$ cat config.mk
export PLATFORM = sky130hd
export DESIGN_NAME = i2cm_csr_unit
export DESIGN_NICKNAME = d
export VERILOG_FILES = /design/src/rtl/i2cm_csr_pkg.sv /design/src/rtl/i2cm_byte_fifo.sv /design/src/rtl/i2cm_irq_gen.sv /design/src/rtl/i2cm_csr_unit.sv
export SDC_FILE = /design/constraint.sdc
export NUM_CORES = 1
export LEC_CHECK = 0
export BUFFER_PORTS_ARGS = -buffer_cell sky130_fd_sc_hd__buf_4
export CAP_MARGIN = 10
export CORE_MARGIN = 5
export CORE_UTILIZATION = 45
export DETAILED_ROUTE_END_ITERATION = 10
export GPL_ROUTABILITY_DRIVEN = 0
export GPL_TIMING_DRIVEN = 0
export PLACE_DENSITY_LB_ADDON = 0.2
export SLEW_MARGIN = 10
export SYNTH_ARGS = -nofsm -noshare
export SYNTH_HDL_FRONTEND = slang
export SYNTH_SLANG_ARGS = --single-unit
$ cat constraint.sdc
create_clock -name clk -period 3.8 [get_ports clk]
set_input_delay 0.38 -clock clk [delete_from_list [all_inputs] [get_ports clk]]
set_output_delay 0.38 -clock clk [all_outputs]
set_load 0.05 [all_outputs]
$ cat src/rtl/i2cm_csr_pkg.sv
package i2cm_csr_pkg;

   localparam int ADDR_W = 6;

   typedef enum logic [3:0] {
      RI_CTL  = 4'd0,
      RI_TGT  = 4'd1,
      RI_CNT  = 4'd2,
      RI_RXP  = 4'd3,
      RI_TXP  = 4'd4,
      RI_STS  = 4'd5,
      RI_HSC  = 4'd6,
      RI_VER  = 4'd7,
      RI_DVL  = 4'd8,
      RI_DVH  = 4'd9,
      RI_HLD  = 4'd10,
      RI_FRST = 4'd11
   } reg_idx_e;

   // control word bit positions
   localparam int CB_START  = 0;
   localparam int CB_GIE    = 1;
   localparam int CB_EN     = 2;
   localparam int CB_READ   = 3;
   localparam int CB_HS     = 4;
   localparam int CB_TRIM   = 6;
   localparam int CB_OUT    = 7;
   localparam int CB_DVD    = 8;
   localparam int CB_EIE    = 9;
   localparam int CB_FIE    = 10;
   localparam int CB_DMA    = 11;
   localparam int CB_AE_LO  = 12;
   localparam int CB_AF_LO  = 16;
   localparam int CB_NOSTOP = 20;
   localparam logic [31:0] CTL_WMASK = 32'h001F_FFDF;

   // status word bit positions
   localparam int SB_BUSY = 0;
   localparam int SB_NACK = 1;
   localparam int SB_PEND = 2;
   localparam int SB_TXE  = 3;
   localparam int SB_RXF  = 4;
   localparam int SB_SCL  = 20;
   localparam int SB_SDA  = 21;

   localparam int LVL_W = 4;

endpackage

$ cat src/rtl/i2cm_byte_fifo.sv
module i2cm_byte_fifo #(
   parameter int W     = 8,
   parameter int DEPTH = 16,
   localparam int PW   = (DEPTH > 1) ? $clog2(DEPTH) : 1,
   localparam int CW   = $clog2(DEPTH + 1)
) (
   input  logic          clk,
   input  logic          rst_n,
   input  logic          flush,
   input  logic          push,
   input  logic [W-1:0]  wdata,
   input  logic          pop,
   output logic [W-1:0]  rdata,
   output logic [CW-1:0] count,
   output logic          empty,
   output logic          full
);

   localparam logic [CW-1:0] FULL_CNT = CW'(DEPTH);

   logic [W-1:0]  mem [DEPTH];
   logic [PW-1:0] wr_ptr, rd_ptr;
   logic          do_push, do_pop;

   assign empty   = (count == '0);
   assign full    = (count == FULL_CNT);
   assign do_push = push && !full;
   assign do_pop  = pop && !empty;
   assign rdata   = mem[rd_ptr];

   always_ff @(posedge clk) begin
      if (do_push && !flush) begin
         mem[wr_ptr] <= wdata;
      end
   end

   always_ff @(posedge clk or negedge rst_n) begin
      if (!rst_n) begin
         wr_ptr <= '0;
         rd_ptr <= '0;
         count  <= '0;
      end else if (flush) begin
         wr_ptr <= '0;
         rd_ptr <= '0;
         count  <= '0;
      end else begin
         if (do_push) begin
            wr_ptr <= wr_ptr + 1'b1;
         end
         if (do_pop) begin
            rd_ptr <= rd_ptr + 1'b1;
         end
         case ({do_push, do_pop})
            2'b10:   count <= count + 1'b1;
            2'b01:   count <= count - 1'b1;
            default: count <= count;
         endcase
      end
   end

endmodule

$ cat src/rtl/i2cm_irq_gen.sv
module i2cm_irq_gen #(
   parameter int  CW      = 5,
   parameter int  LVL_W   = 4,
   parameter bit  REG_IRQ = 1'b0,
   localparam int XW      = (CW > LVL_W) ? CW : LVL_W
) (
   input  logic             clk,
   input  logic             rst_n,
   input  logic             gie,
   input  logic             pend,
   input  logic             fie,
   input  logic             eie,
   input  logic [LVL_W-1:0] af_lvl,
   input  logic [LVL_W-1:0] ae_lvl,
   input  logic [CW-1:0]    rx_cnt,
   input  logic [CW-1:0]    tx_cnt,
   output logic             irq
);

   logic rx_hi, tx_lo, irq_d;

   assign rx_hi = fie && (XW'(rx_cnt) >= XW'(af_lvl));
   assign tx_lo = eie && (XW'(tx_cnt) <= XW'(ae_lvl));
   assign irq_d = gie && (pend || rx_hi || tx_lo);

   generate
      if (REG_IRQ) begin : g_flop
         always_ff @(posedge clk or negedge rst_n) begin
            if (!rst_n) begin
               irq <= 1'b0;
            end else begin
               irq <= irq_d;
            end
         end
      end else begin : g_comb
         logic unused_clk;
         assign unused_clk = clk ^ rst_n;
         assign irq = irq_d;
      end
   endgenerate

endmodule

$ cat src/rtl/i2cm_csr_unit.sv
module i2cm_csr_unit
   import i2cm_csr_pkg::*;
#(
   parameter int          DEPTH   = 16,
   parameter int          CNT_W   = 16,
   parameter bit          REG_IRQ = 1'b0,
   parameter logic [31:0] VERSION = 32'h0001_0200,
   localparam int         CW      = $clog2(DEPTH + 1)
) (
   input  logic              clk,
   input  logic              rst_n,
   input  logic              bus_sel,
   input  logic              bus_en,
   input  logic              bus_wr,
   input  logic [ADDR_W-1:0] bus_addr,
   input  logic [31:0]       bus_wdata,
   output logic [31:0]       bus_rdata,
   input  logic              eng_busy,
   input  logic              eng_done,
   input  logic              eng_nack,
   input  logic              eng_tx_pop,
   input  logic              eng_rx_push,
   input  logic [7:0]        eng_rx_data,
   input  logic              scl_in,
   input  logic              sda_in,
   output logic [7:0]        tx_byte,
   output logic              tx_avail,
   output logic              rx_space,
   output logic              cfg_start,
   output logic              cfg_enable,
   output logic              cfg_read,
   output logic              cfg_send_stop,
   output logic [4:0]        cfg_opts,
   output logic [6:0]        cfg_target,
   output logic [CNT_W-1:0]  cfg_count,
   output logic [15:0]       cfg_hs,
   output logic [31:0]       scl_high_cnt,
   output logic [31:0]       scl_low_cnt,
   output logic [31:0]       start_hold,
   output logic              irq
);

   generate
      if (DEPTH < 2 || DEPTH > 16 || (DEPTH & (DEPTH - 1)) != 0) begin : g_bad_depth
         $error("DEPTH must be a power of two from 2 to 16");
      end
      if (CNT_W < 1 || CNT_W > 32) begin : g_bad_cnt
         $error("CNT_W must be 1 to 32");
      end
   endgenerate

   logic [31:0]      ctl_q, dvl_q, dvh_q, hld_q;
   logic [6:0]       tgt_q;
   logic [CNT_W-1:0] cnt_q;
   logic [15:0]      hsc_q;
   logic             pend_q, nack_q;

   logic             wr_acc, rd_acc;
   reg_idx_e         idx;
   logic             sts_wr, tx_push, rx_pop, flush;
   logic [7:0]       rx_head;
   logic [CW-1:0]    tx_cnt, rx_cnt;
   logic             tx_empty, tx_full, rx_empty, rx_full;
   logic [1:0]       unused_addr;

   assign unused_addr = bus_addr[1:0];
   assign idx     = reg_idx_e'(bus_addr[5:2]);
   assign wr_acc  = bus_sel && bus_en && bus_wr;
   assign rd_acc  = bus_sel && bus_en && !bus_wr;
   assign sts_wr  = wr_acc && (idx == RI_STS);
   assign tx_push = wr_acc && (idx == RI_TXP);
   assign rx_pop  = rd_acc && (idx == RI_RXP);
   assign flush   = wr_acc && (idx == RI_FRST) && bus_wdata[0];

   // configuration registers
   always_ff @(posedge clk or negedge rst_n) begin
      if (!rst_n) begin
         ctl_q <= '0;
         tgt_q <= '0;
         cnt_q <= '0;
         hsc_q <= '0;
         dvl_q <= '0;
         dvh_q <= '0;
         hld_q <= '0;
      end else if (wr_acc) begin
         case (idx)
            RI_CTL:  ctl_q <= bus_wdata & CTL_WMASK;
            RI_TGT:  tgt_q <= bus_wdata[7:1];
            RI_CNT:  cnt_q <= bus_wdata[CNT_W-1:0];
            RI_HSC:  hsc_q <= bus_wdata[15:0];
            RI_DVL:  dvl_q <= bus_wdata;
            RI_DVH:  dvh_q <= bus_wdata;
            RI_HLD:  hld_q <= bus_wdata;
            default: ;
         endcase
      end
   end

   // sticky status flags: engine set beats a clearing write
   always_ff @(posedge clk or negedge rst_n) begin
      if (!rst_n) begin
         pend_q <= 1'b0;
         nack_q <= 1'b0;
      end else begin
         pend_q <= eng_done || (pend_q && !(sts_wr && !bus_wdata[SB_PEND]));
         nack_q <= eng_nack || (nack_q && !(sts_wr && !bus_wdata[SB_NACK]));
      end
   end

   i2cm_byte_fifo #(.W(8), .DEPTH(DEPTH)) u_txq (
      .clk   (clk),
      .rst_n (rst_n),
      .flush (flush),
      .push  (tx_push),
      .wdata (bus_wdata[7:0]),
      .pop   (eng_tx_pop),
      .rdata (tx_byte),
      .count (tx_cnt),
      .empty (tx_empty),
      .full  (tx_full)
   );

   i2cm_byte_fifo #(.W(8), .DEPTH(DEPTH)) u_rxq (
      .clk   (clk),
      .rst_n (rst_n),
      .flush (flush),
      .push  (eng_rx_push),
      .wdata (eng_rx_data),
      .pop   (rx_pop),
      .rdata (rx_head),
      .count (rx_cnt),
      .empty (rx_empty),
      .full  (rx_full)
   );

   i2cm_irq_gen #(.CW(CW), .LVL_W(LVL_W), .REG_IRQ(REG_IRQ)) u_irq (
      .clk    (clk),
      .rst_n  (rst_n),
      .gie    (ctl_q[CB_GIE]),
      .pend   (pend_q),
      .fie    (ctl_q[CB_FIE]),
      .eie    (ctl_q[CB_EIE]),
      .af_lvl (ctl_q[CB_AF_LO +: LVL_W]),
      .ae_lvl (ctl_q[CB_AE_LO +: LVL_W]),
      .rx_cnt (rx_cnt),
      .tx_cnt (tx_cnt),
      .irq    (irq)
   );

   // read mux
   always_comb begin
      bus_rdata = '0;
      if (bus_sel && !bus_wr) begin
         case (idx)
            RI_CTL:  bus_rdata = ctl_q;
            RI_TGT:  bus_rdata = {24'b0, tgt_q, 1'b0};
            RI_CNT:  bus_rdata = 32'(cnt_q);
            RI_RXP:  bus_rdata = rx_empty ? 32'b0 : {24'b0, rx_head};
            RI_STS: begin
               bus_rdata[SB_BUSY] = eng_busy;
               bus_rdata[SB_NACK] = nack_q;
               bus_rdata[SB_PEND] = pend_q;
               bus_rdata[SB_TXE]  = tx_empty;
               bus_rdata[SB_RXF]  = rx_full;
               bus_rdata[SB_SCL]  = scl_in;
               bus_rdata[SB_SDA]  = sda_in;
            end
            RI_HSC:  bus_rdata = {16'b0, hsc_q};
            RI_VER:  bus_rdata = VERSION;
            RI_DVL:  bus_rdata = dvl_q;
            RI_DVH:  bus_rdata = dvh_q;
            RI_HLD:  bus_rdata = hld_q;
            default: bus_rdata = '0;
         endcase
      end
   end

   assign tx_avail      = !tx_empty;
   assign rx_space      = !rx_full;
   assign cfg_start     = ctl_q[CB_START];
   assign cfg_enable    = ctl_q[CB_EN];
   assign cfg_read      = ctl_q[CB_READ];
   assign cfg_send_stop = !ctl_q[CB_NOSTOP];
   assign cfg_opts      = {ctl_q[CB_DMA], ctl_q[CB_DVD], ctl_q[CB_OUT],
                           ctl_q[CB_TRIM], ctl_q[CB_HS]};
   assign cfg_target    = tgt_q;
   assign cfg_count     = cnt_q;
   assign cfg_hs        = hsc_q;
   assign scl_high_cnt  = {dvh_q[31:16], dvl_q[31:16]};
   assign scl_low_cnt   = {dvh_q[15:0], dvl_q[15:0]};
   assign start_hold    = hld_q;

endmodule

==> results of run 1 <==
==> metrics by stage <==
step	cells	setup WS [ns]	power (mW)	hold slack (ns)
floorplan	1174	0.911	8.69	0.0844
global placement	1955	0.0325	9.93	0.489
detailed placement	1967	0.410	10.1	0.405
CTS	2051	0.155	14.4	0.0472
global route	2051	0.0142	14.8	0.0637
finish	2051	0.198	14.2	0.0673
==> worst max path at each step <==
stage               slack [ns]  depth (start not counted)               to            start
CTS                       0.15                          7     bus_rdata[5]  u_rxq.rd_ptr[3]
detailed placement        0.41                          8     bus_rdata[9]      bus_addr[5]
global route              0.01                          7     bus_rdata[5]  u_rxq.rd_ptr[3]
finish                    0.20                          7     bus_rdata[5]  u_rxq.rd_ptr[1]
floorplan                 0.91                          6     bus_rdata[5]      bus_addr[3]
global placement          0.03                          5  u_rxq.mem[3][0]   u_rxq.count[1]
==> metal layers <==
| layer | share of wire [%] | vias up | global-route usage [%] |
|---|---|---|---|
| met1 | 44 | 6226 | 32.4 |
| met3 | 6.5 | 92 | 3.87 |
| met5 | 0.025 | - | 0 |
| li1 | - | 5205 | - |
| met4 | 2.7 | 2 | 5.82 |
| met2 | 47 | 439 | 34.7 |
==> flip-flops by register name, indices dropped and copies added (netlist names) <==
register / count
pend_q: 1
start_hold: 32
ctl_q: 20
u_txq.wr_ptr: 4
u_rxq.mem: 128
u_txq.mem: 128
cfg_count: 16
dvl_q: 32
u_txq.rd_ptr: 4
u_rxq.wr_ptr: 4
dvh_q: 32
cfg_target: 7
cfg_hs: 16
u_rxq.count: 5
u_txq.count: 5
u_rxq.rd_ptr: 4
nack_q: 1
==> critical path: stages, from the launching register on <==
cell and delay, ns:
dfrtp_1 0.35, clkbuf_1 0.32, clkbuf_1 0.59, mux4_2 0.40
mux2_2 0.28, o211ai_1 0.20, o21ai_0 0.23, buf_4 0.28
==> cell type report <==
cell class,count,share of cell area (%)
Clock inverter,18,0.715
Tap cell,539,2.92
Timing Repair Buffer,255,8.42
Inverter,25,0.406
Buffer,78,1.65
Sequential cell,439,53.1
Multi-Input combinational cell,632,27.2
Clock buffer,65,5.52
==> cells by family after synthesis <==
| group | after synthesis |
|---|---|
| and+or+nand+nor | 193 |
| adders and majority gates | 22 |
| DFF | 439 |
| muxes | 256 |
| buffers and inverters | 103 |
| xor gates and xnor gates | 15 |
| AOI/OAI and AO/OA | 146 |
==> repair_timing <==
item                                    CTS  global route
hold endpoints to repair                 76             0
endpoints found under the setup margin    0             0
hold buffers                              1             0
resized for setup                         0             0
==> placed cells by master, fill, tap and decap left out, drive strengths merged, types with 20 or more instances in the layout <==
cell / n
a22oi: 27
nor2: 48
nand2: 31
ha: 21
mux2i: 20
a21oi: 27
edfxtp: 256
nor3: 23
mux4: 73
clkbuf: 96
dfrtp: 183
mux2: 163
o21ai: 22
inv: 26
buf: 301
==> where the power goes <==
group | internal, mW | switching, mW | leakage, nW
combinational | 1.54 | 2.53 | 3.71
sequential | 5.52 | 0.339 | 4.70
clock | 2.53 | 1.78 | 0.705
==> impl_metrics.csv, run 1 <==
group,metric,value,unit
status,status,"completed",
grt,antenna_found_initial,2,
synthesis,synth_nets,1253,
cells_and_area,regArea,0.0123,sq mm
min_path,whs_path_depth,2,
sta,slew_headroom,36.5,%
cells_and_area,fillerInstances,3354,
synthesis,synth-seq-cells,439,
drt,routedWlPerCell,25.5,um
run,cap_violations,0,
clocking,cts_sinks,439,
sta,finClkSkew,0.0192,ns
sta,setup_violations,0,
synthesis,synth-compound-area-share,5.67,%
sta,max_freq,278,MHz
synthesis,yosys.area_share.simple,5.59,%
synthesis,synth_most_common_cell,"edfxtp_1",
sta,tightestPinTransition,0.952,ns
clocking,cts_setup_buffers,0,
clocking,clk_pin_slew,0.06,ns
drt,firstDrtPassIters,8,
clocking,cts_buffers,45,
synthesis,synth.avg_cell_area,16.1,sq um
drt,num_vias,12000,
synthesis,synth-xor-area-share,0.693,%
synthesis,seq_area_frac_synth,64.7,%
cells_and_area,nNetsFinal,1555,
cells_and_area,fin_area,0.0231,sq mm
synthesis,syn_area,0.0190,sq mm
grt,grt_max_degree,108,
synthesis,synthFlopType,"edfxtp_1",
floorplanning,fp.coreArea,0.0419,sq mm
sta,min_period,3.60,ns
setup_path,crit_path_end_kind,"primary output",
grt,grt_usage,22.1,%
setup_path,worstPathArrival,3.22,ns
grt,overflow,0,
grt,grt_pass1_wl,78.4,mm
setup_path,start_kind,"flop",
setup_path,cp.required,3.42,ns
cells_and_area,syn2layout_area_growth,21.8,%
synthesis,synth.area.mux_share,19.4,%
clocking,cts_root_buffer,"clkbuf_16",
clocking,cts_tree,"built",
clocking,clk_latency,0.55,ns
placed_design,place_area,0.0216,sq mm
setup_path,worst_r2r_startpoint,"u_txq.count[1]",
floorplanning,floorplan.initialDensity,45.3,%
drt,final_antenna_net_count,0,
synthesis,synth_top_cell_by_area,"edfxtp_1",
synthesis,synth_common_cells,"edfxtp_1, dfrtp_1, mux2_2",
synthesis,synth_top_area_share,40.5,%
cells_and_area,multiInputGateArea,0.00629,sq mm
floorplanning,die_area,0.0463,sq mm
synthesis,yosys.area_share.adder,1.44,%
synthesis,synth-async-reset-ratio,41.7,%
synthesis,synthCells,1174,
synthesis,ys_top_cells_by_area,"edfxtp_1, dfrtp_1, mux2_2",
synthesis,synth_cell_type_count,70,
power,pwr_density_cell,617,mW/mm^2
min_path,hp-class,"in -> reg",
min_path,hold_end,"nack_q",
setup_path,worstPathMaxFanout,10,
grt,grt_pass1_vias,12000,
power,ir_worst_vdd,0.403,mV
drt,vias_per_cell,5.83,
sta,grt_setup_unrepaired,"no",
cells_and_area,final_core_util,55.2,%
clocking,htree_levels,2,
floorplanning,io_pins,245,
drt,drt-total-wl,52.3,mm
setup_path,rrSetupSlack,0.64,ns
sta,tns,0,ns
sta,slew_viol_final,0,
cells_and_area,layout-drive-gt1-share,40.9,%
placed_design,io_buffers,242,
synthesis,synth_edf_count,256,
sta,hold_viol,0,
drt,first_iter_violations,994,
sta,period_share,94.8,%
floorplanning,die_w,215,um
synthesis,yosys_warnings,0,
floorplanning,rows,75,
setup_path,reg2reg_depth,10,
floorplanning,fp.dieH,215,um
synthesis,synth_top_family_by_area,"multiplexers",
clocking,clk_path_buf_depth,3,
drt,drc,0,
cells_and_area,diodes,0,
min_path,min-delay-start,"eng_nack",
setup_path,rr_endpoint,"u_txq.count[4]",
setup_path,crit_type,"reg -> out",
power,leakage,9.12,nW
placed_design,dpl.hpwl,37.5,mm
No activity file was read; power rests on OpenSTA's default activity.
==> run 2: changes to the inputs <==
- CTS_BUF_LIST: not set -> sky130_fd_sc_hd__clkbuf_4 sky130_fd_sc_hd__clkbuf_8
- GPL_ROUTABILITY_DRIVEN: 0 -> not set
- SYNTH_HIERARCHICAL: not set -> 1
==> run 2 against run 1 <==
- die area up 5.6%
- sequential share of layout area is 3.2 points lower
- clock skew grew 0.0078 ns
- utilization increased by 0.50 points
- critical path type unchanged
- highest routed layer is now met4
==> impl_metrics.csv, run 2 <==
group,metric,value,unit
cells_and_area,layout.cells.non_filler,2230,
grt,antenna_found_initial,0,
clocking,clk_path_buf_depth,3,
sta,fin_hold_ws,0.0568,ns
setup_path,cp.required,3.42,ns
status,status,"completed",
sta,period_share,94.7,%
drt,routedWlPerCell,24.9,um
cells_and_area,nNetsFinal,1664,
placed_design,dpl.hpwl,39.1,mm
sta,tns,0,ns
clocking,clk_latency,0.65,ns
setup_path,worstPathArrival,3.22,ns
floorplanning,rows,77,
power,finalPower,14.7,mW
cells_and_area,mostFrequentLayoutCells,"buf_4, edfxtp_1, dfrtp_1, mux2_2, nor2_1",
floorplanning,die_w,221,um
clocking,cts_setup_buffers,0,
placed_design,gp_congestion,0.888,
cells_and_area,reg_top3,"u_rxq/mem x128, u_txq/mem x128",
clocking,clk_pin_slew,0.06,ns
synthesis,synth.avg_cell_area,16.4,sq um
floorplanning,die_area,0.0489,sq mm
grt,grt_pass1_vias,12800,
drt,vias_per_cell,5.63,
power,pwr_density_cell,597,mW/mm^2
clocking,cts_buffers,76,
floorplanning,floorplan.initialDensity,45.5,%
placed_design,place_area,0.0227,sq mm
synthesis,synth_nets,1309,
floorplanning,io_pins,245,
setup_path,crit_type,"reg -> out",
drt,num_vias,12500,
synthesis,syn_area,0.0201,sq mm
sta,grt_setup_unrepaired,"no",
setup_path,worstPathMaxFanout,10,
drt,drc,0,
power,leakage,10.1,nW
sta,setup_violations,0,
setup_path,crit_family,"multiplexers",
sta,min_period,3.60,ns
setup_path,max_stage_delay,0.61,ns
cells_and_area,diodes,0,
drt,first_iter_violations,1115,
sta,hold_viol,0,
cells_and_area,final_common_cell,"buf_4",
sta,slew_headroom,31.7,%
clocking,cts_root_buffer,"clkbuf_8",
power,ir_worst_vdd,0.358,mV
drt,final_antenna_net_count,0,
sta,slew_viol_final,0,
grt,overflow,0,
synthesis,synthCells,1225,
grt,grt_usage,22.2,%
sta,tightestPinTransition,1.02,ns
grt,grt_max_degree,98,
clocking,cts_sinks,439,
cells_and_area,syn2layout_area_growth,22.4,%
sta,max_freq,278,MHz
min_path,hp-class,"in -> reg",
drt,drt-total-wl,55.5,mm
placed_design,io_buffers,240,
cells_and_area,fin_area,0.0246,sq mm
run,cap_violations,0,
sta,finClkSkew,0.0270,ns
floorplanning,fp.dieH,221,um
clocking,htree_levels,3,
floorplanning,fp.coreArea,0.0441,sq mm
setup_path,crit_path_end_kind,"primary output",
drt,firstDrtPassIters,5,
setup_path,slowest_stage,"mux4_1",
clocking,cts_tree,"built",
setup_path,start_kind,"flop",
grt,grt_pass1_wl,82.7,mm
cells_and_area,layout-drive-gt1-share,40.5,%
placed_design,dp.cells,2063,
synthesis,yosys_warnings,6,
setup_path,cp_num_buf_inv,3,
setup_path,path_cells,"buf_6 > buf_12 > mux4_1 > mux4_2 > a221oi_2 > a21oi_1 > buf_4",
## run 2: cell type report
type	count	area, sq um
flip-flops and latches	439	12300
repair buffers	277	2180
inverters	27	101
plain buffers	79	594
well taps	592	741
multi-input cells	680	7150
clock inverters	23	178
fillers	3600	19600
clock buffers	113	1350
## run 2: path summary, 6_finish.rpt
| check | from | endpoint | slack, ns | cells past startpoint |
|---|---|---|---|---|
| setup reg to reg | u_rxq/count[1] | u_rxq/count[4] | 0.97 | 10 |
| hold / removal | eng_rx_data[2] | u_rxq/mem[13][2] | 0.06 | 1 |
| min in group asynchronous | rst_n | dvl_q[30] | 0.28 | 2 |
| setup / recovery | u_rxq/rd_ptr[0] | bus_rdata[7] | 0.20 | 7 |
| max in group asynchronous | rst_n | dvh_q[4] | 2.47 | 3 |
| hold reg to reg | dvh_q[12] | dvh_q[12] | 0.53 | 1 |
## run 2: per-layer routing
| metal | track usage (%) | share of wire (%) |
|---|---|---|
| met1 | 30.9 | 43 |
| met2 | 34.0 | 46 |
| met3 | 6.22 | 7.7 |
| met4 | 7.84 | 3.1 |
| met5 | 0 | 0 |
## run 2: where the power goes
group | total [mW] | switching, mW | internal, mW
sequential | 5.90 | 0.361 | 5.53
combinational | 4.48 | 2.69 | 1.79
clock | 4.30 | 1.93 | 2.37
total | 14.7 | 4.98 | 9.69
## run 2: metrics by stage
stage	setup slack [ns]	utilization (%)
final	0.201	55.7
after detailed placement	0.112	51.5
after CTS	0.0710	55.7
after floorplan	0.664	-
after global routing	0.0472	55.7
after global placement	-0.448	51.2
## run 2: what timing repair did
item | CTS | global route
endpoints found under the setup margin | 0 | 1
hold buffers | 31 | 0
hold endpoints to repair | 214 | 0
resized for setup | 0 | 1
==> run 3: changes to the inputs <==
- BUFFER_PORTS_ARGS: -buffer_cell sky130_fd_sc_hd__buf_4 -> not set
- DONT_BUFFER_PORTS: not set -> 1
==> run 3 against run 2 <==
- the flow now finishes with violations (hold timing)
- sequential cell count unchanged
- power down 2.9%
- critical path type unchanged
- register-to-register slack worse by 0.05 ns
- via count down 6.6%
- die area unchanged
- fmax down 2.6%
- wire length down 0.41%
- cell count down 10%
- count of clock-buffer cells in the layout up 8
- setup slack worse by 0.095 ns
- utilization down 3.7 points
- critical endpoint unchanged
- combinational power down 28%
==> impl_metrics.csv, run 3 (synthesized netlist as in run 2, its figures left out) <==
group,metric,value,unit
grt,grt_pass1_wl,82.1,mm
placed_design,io_buffers,0,
clocking,clk_latency,0.67,ns
setup_path,worstPathArrival,3.31,ns
clocking,clk_path_buf_depth,3,
floorplanning,io_pins,245,
drt,first_iter_violations,993,
setup_path,worstPathMaxFanout,10,
sta,grt_setup_unrepaired,"no",
sta,slew_headroom,18.8,%
power,leakage,8.88,nW
sta,finClkSkew,0.0423,ns
drt,final_antenna_net_count,0,
floorplanning,fp.coreArea,0.0441,sq mm
power,pwr_density_cell,621,mW/mm^2
sta,tightestPinTransition,1.22,ns
min_path,hp-class,"in -> async",
drt,num_vias,11700,
grt,overflow,0,
clocking,cts_hold_buf,43,
setup_path,path_cells,"buf_6 > buf_12 > mux4_1 > mux4_2 > a221oi_1 > a21oi_2",
floorplanning,fp.dieH,221,um
floorplanning,die_area,0.0489,sq mm
cells_and_area,nNetsFinal,1434,
status,failed_checks,"hold timing",
power,ir_worst_vdd,0.336,mV
placed_design,dpl.hpwl,38.2,mm
grt,grt_max_degree,184,
grt,antenna_found_initial,6,
clocking,cts_sinks,439,
sta,slew_viol_final,0,
cells_and_area,syn2layout_area_growth,14.2,%
status,status,"complete, but fails checks",
drt,vias_per_cell,5.83,
placed_design,dp_slack,0.0162,ns
setup_path,cp.required,3.42,ns
cells_and_area,fillerInstances,3714,
setup_path,cp_num_buf_inv,2,
grt,grt_pass1_vias,11800,
sta,hold_viol,183,
placed_design,place_area,0.0209,sq mm
cells_and_area,layout-drive-gt1-share,30.5,%
clocking,clk_pin_slew,0.06,ns
clocking,cts_buffers,76,
floorplanning,rows,77,
clocking,cts_root_buffer,"clkbuf_8",
cells_and_area,mostFrequentLayoutCells,"edfxtp_1, dfrtp_1, mux2_2, nor2_1, clkbuf_8",
grt,grt_usage,22.2,%
cells_and_area,fin_area,0.0229,sq mm
clocking,htree_levels,3,
cells_and_area,reg_top3,"u_rxq/mem x128, u_txq/mem x128",
setup_path,crit_path_end_kind,"primary output",
setup_path,crit_type,"reg -> out",
setup_path,reg2reg_depth,10,
setup_path,max_stage_delay,0.66,ns
sta,setup_violations,0,
sta,finalWorstSetupSlack,0.105,ns
placed_design,gp_congestion,0.834,
run,cap_violations,0,
floorplanning,floorplan.initialDensity,45.5,%
drt,routedWlPerCell,27.5,um
clocking,cts_setup_buffers,0,
setup_path,crit_family,"multiplexers",
setup_path,slowest_stage,"mux4_1",
cells_and_area,final_common_cell,"edfxtp_1",
sta,period_share,97.2,%
sta,tns,0,ns
sta,fin_hold_ws,-0.578,ns
clocking,cts_tree,"built",
drt,firstDrtPassIters,5,
sta,min_period,3.69,ns
setup_path,cp.depth,6,
setup_path,start_kind,"flop",
sta,max_freq,271,MHz
drt,drt-total-wl,55.3,mm
floorplanning,die_w,221,um
drt,drc,0,
[run 3: layer usage]
metal	GRT usage, %	vias up	part of all wire [%]
li1	-	5060	-
met1	30.4	6159	43
met2	34.1	414	47
met3	7.57	78	7.8
met4	6.52	4	2.0
met5	0	-	0.045
[run 3: worst paths after layout]
kind                       slack, ns               to       startpoint
max                             0.11     bus_rdata[7]  u_rxq/rd_ptr[0]
min                            -0.58   start_hold[30]            rst_n
max reg2reg                     0.92   u_rxq/count[4]   u_rxq/count[1]
min reg2reg                     0.53           nack_q           nack_q
max in group asynchronous       4.06  u_rxq/wr_ptr[1]            rst_n
min in group clk                0.06   u_rxq/count[4]      eng_rx_push
[run 3: stage by stage]
stage	power (mW)	hold WS (ns)	util, %	cells
2_1_floorplan	9.02	0.0844	-	1225
3_3_place_gp	9.77	0.0888	47.2	1817
3_5_place_dp	9.87	0.0886	47.4	1821
4_1_cts	14.4	-0.648	51.9	2003
5_1_grt	14.9	-0.633	51.9	2006
6_report	14.2	-0.578	51.9	2008
[run 3: worst register-to-register path: stages (launching register included)]
cell and delay, ns:
dfrtp_1 0.43, or4_4 0.59, buf_6 0.17, o21ai_2 0.20, nand2b_1 0.20, inv_1 0.10, ha_1 0.36, nand2b_1 0.07
a21oi_1 0.31, mux2i_1 0.23, a31oi_1 0.09
[run 3: power breakdown]
part	switching, mW	total [mW]	internal (mW)
registers	1.13	6.65	5.52
clock network	1.92	4.37	2.45
logic	1.83	3.23	1.40
[run 3: cell type report]
class                           instances  area (sq um)  area share (%)
Sequential cell                       439         12300            53.5
Multi-Input combinational cell        680          7180            31.3
Clock inverter                         18          93.8           0.409
Buffer                                 79           594            2.59
Timing Repair Buffer                   47           460            2.01
Tap cell                              592           741            3.23
Inverter                               27           101           0.442
Antenna cell                            5          12.5          0.0546
Clock buffer                          121          1470            6.39
[run 3: timing repair]
action | CTS | global route
endpoints found under the hold margin | 598 | 183
setup endpoints to repair | 1 | 0
gates resized for setup | 1 | 0
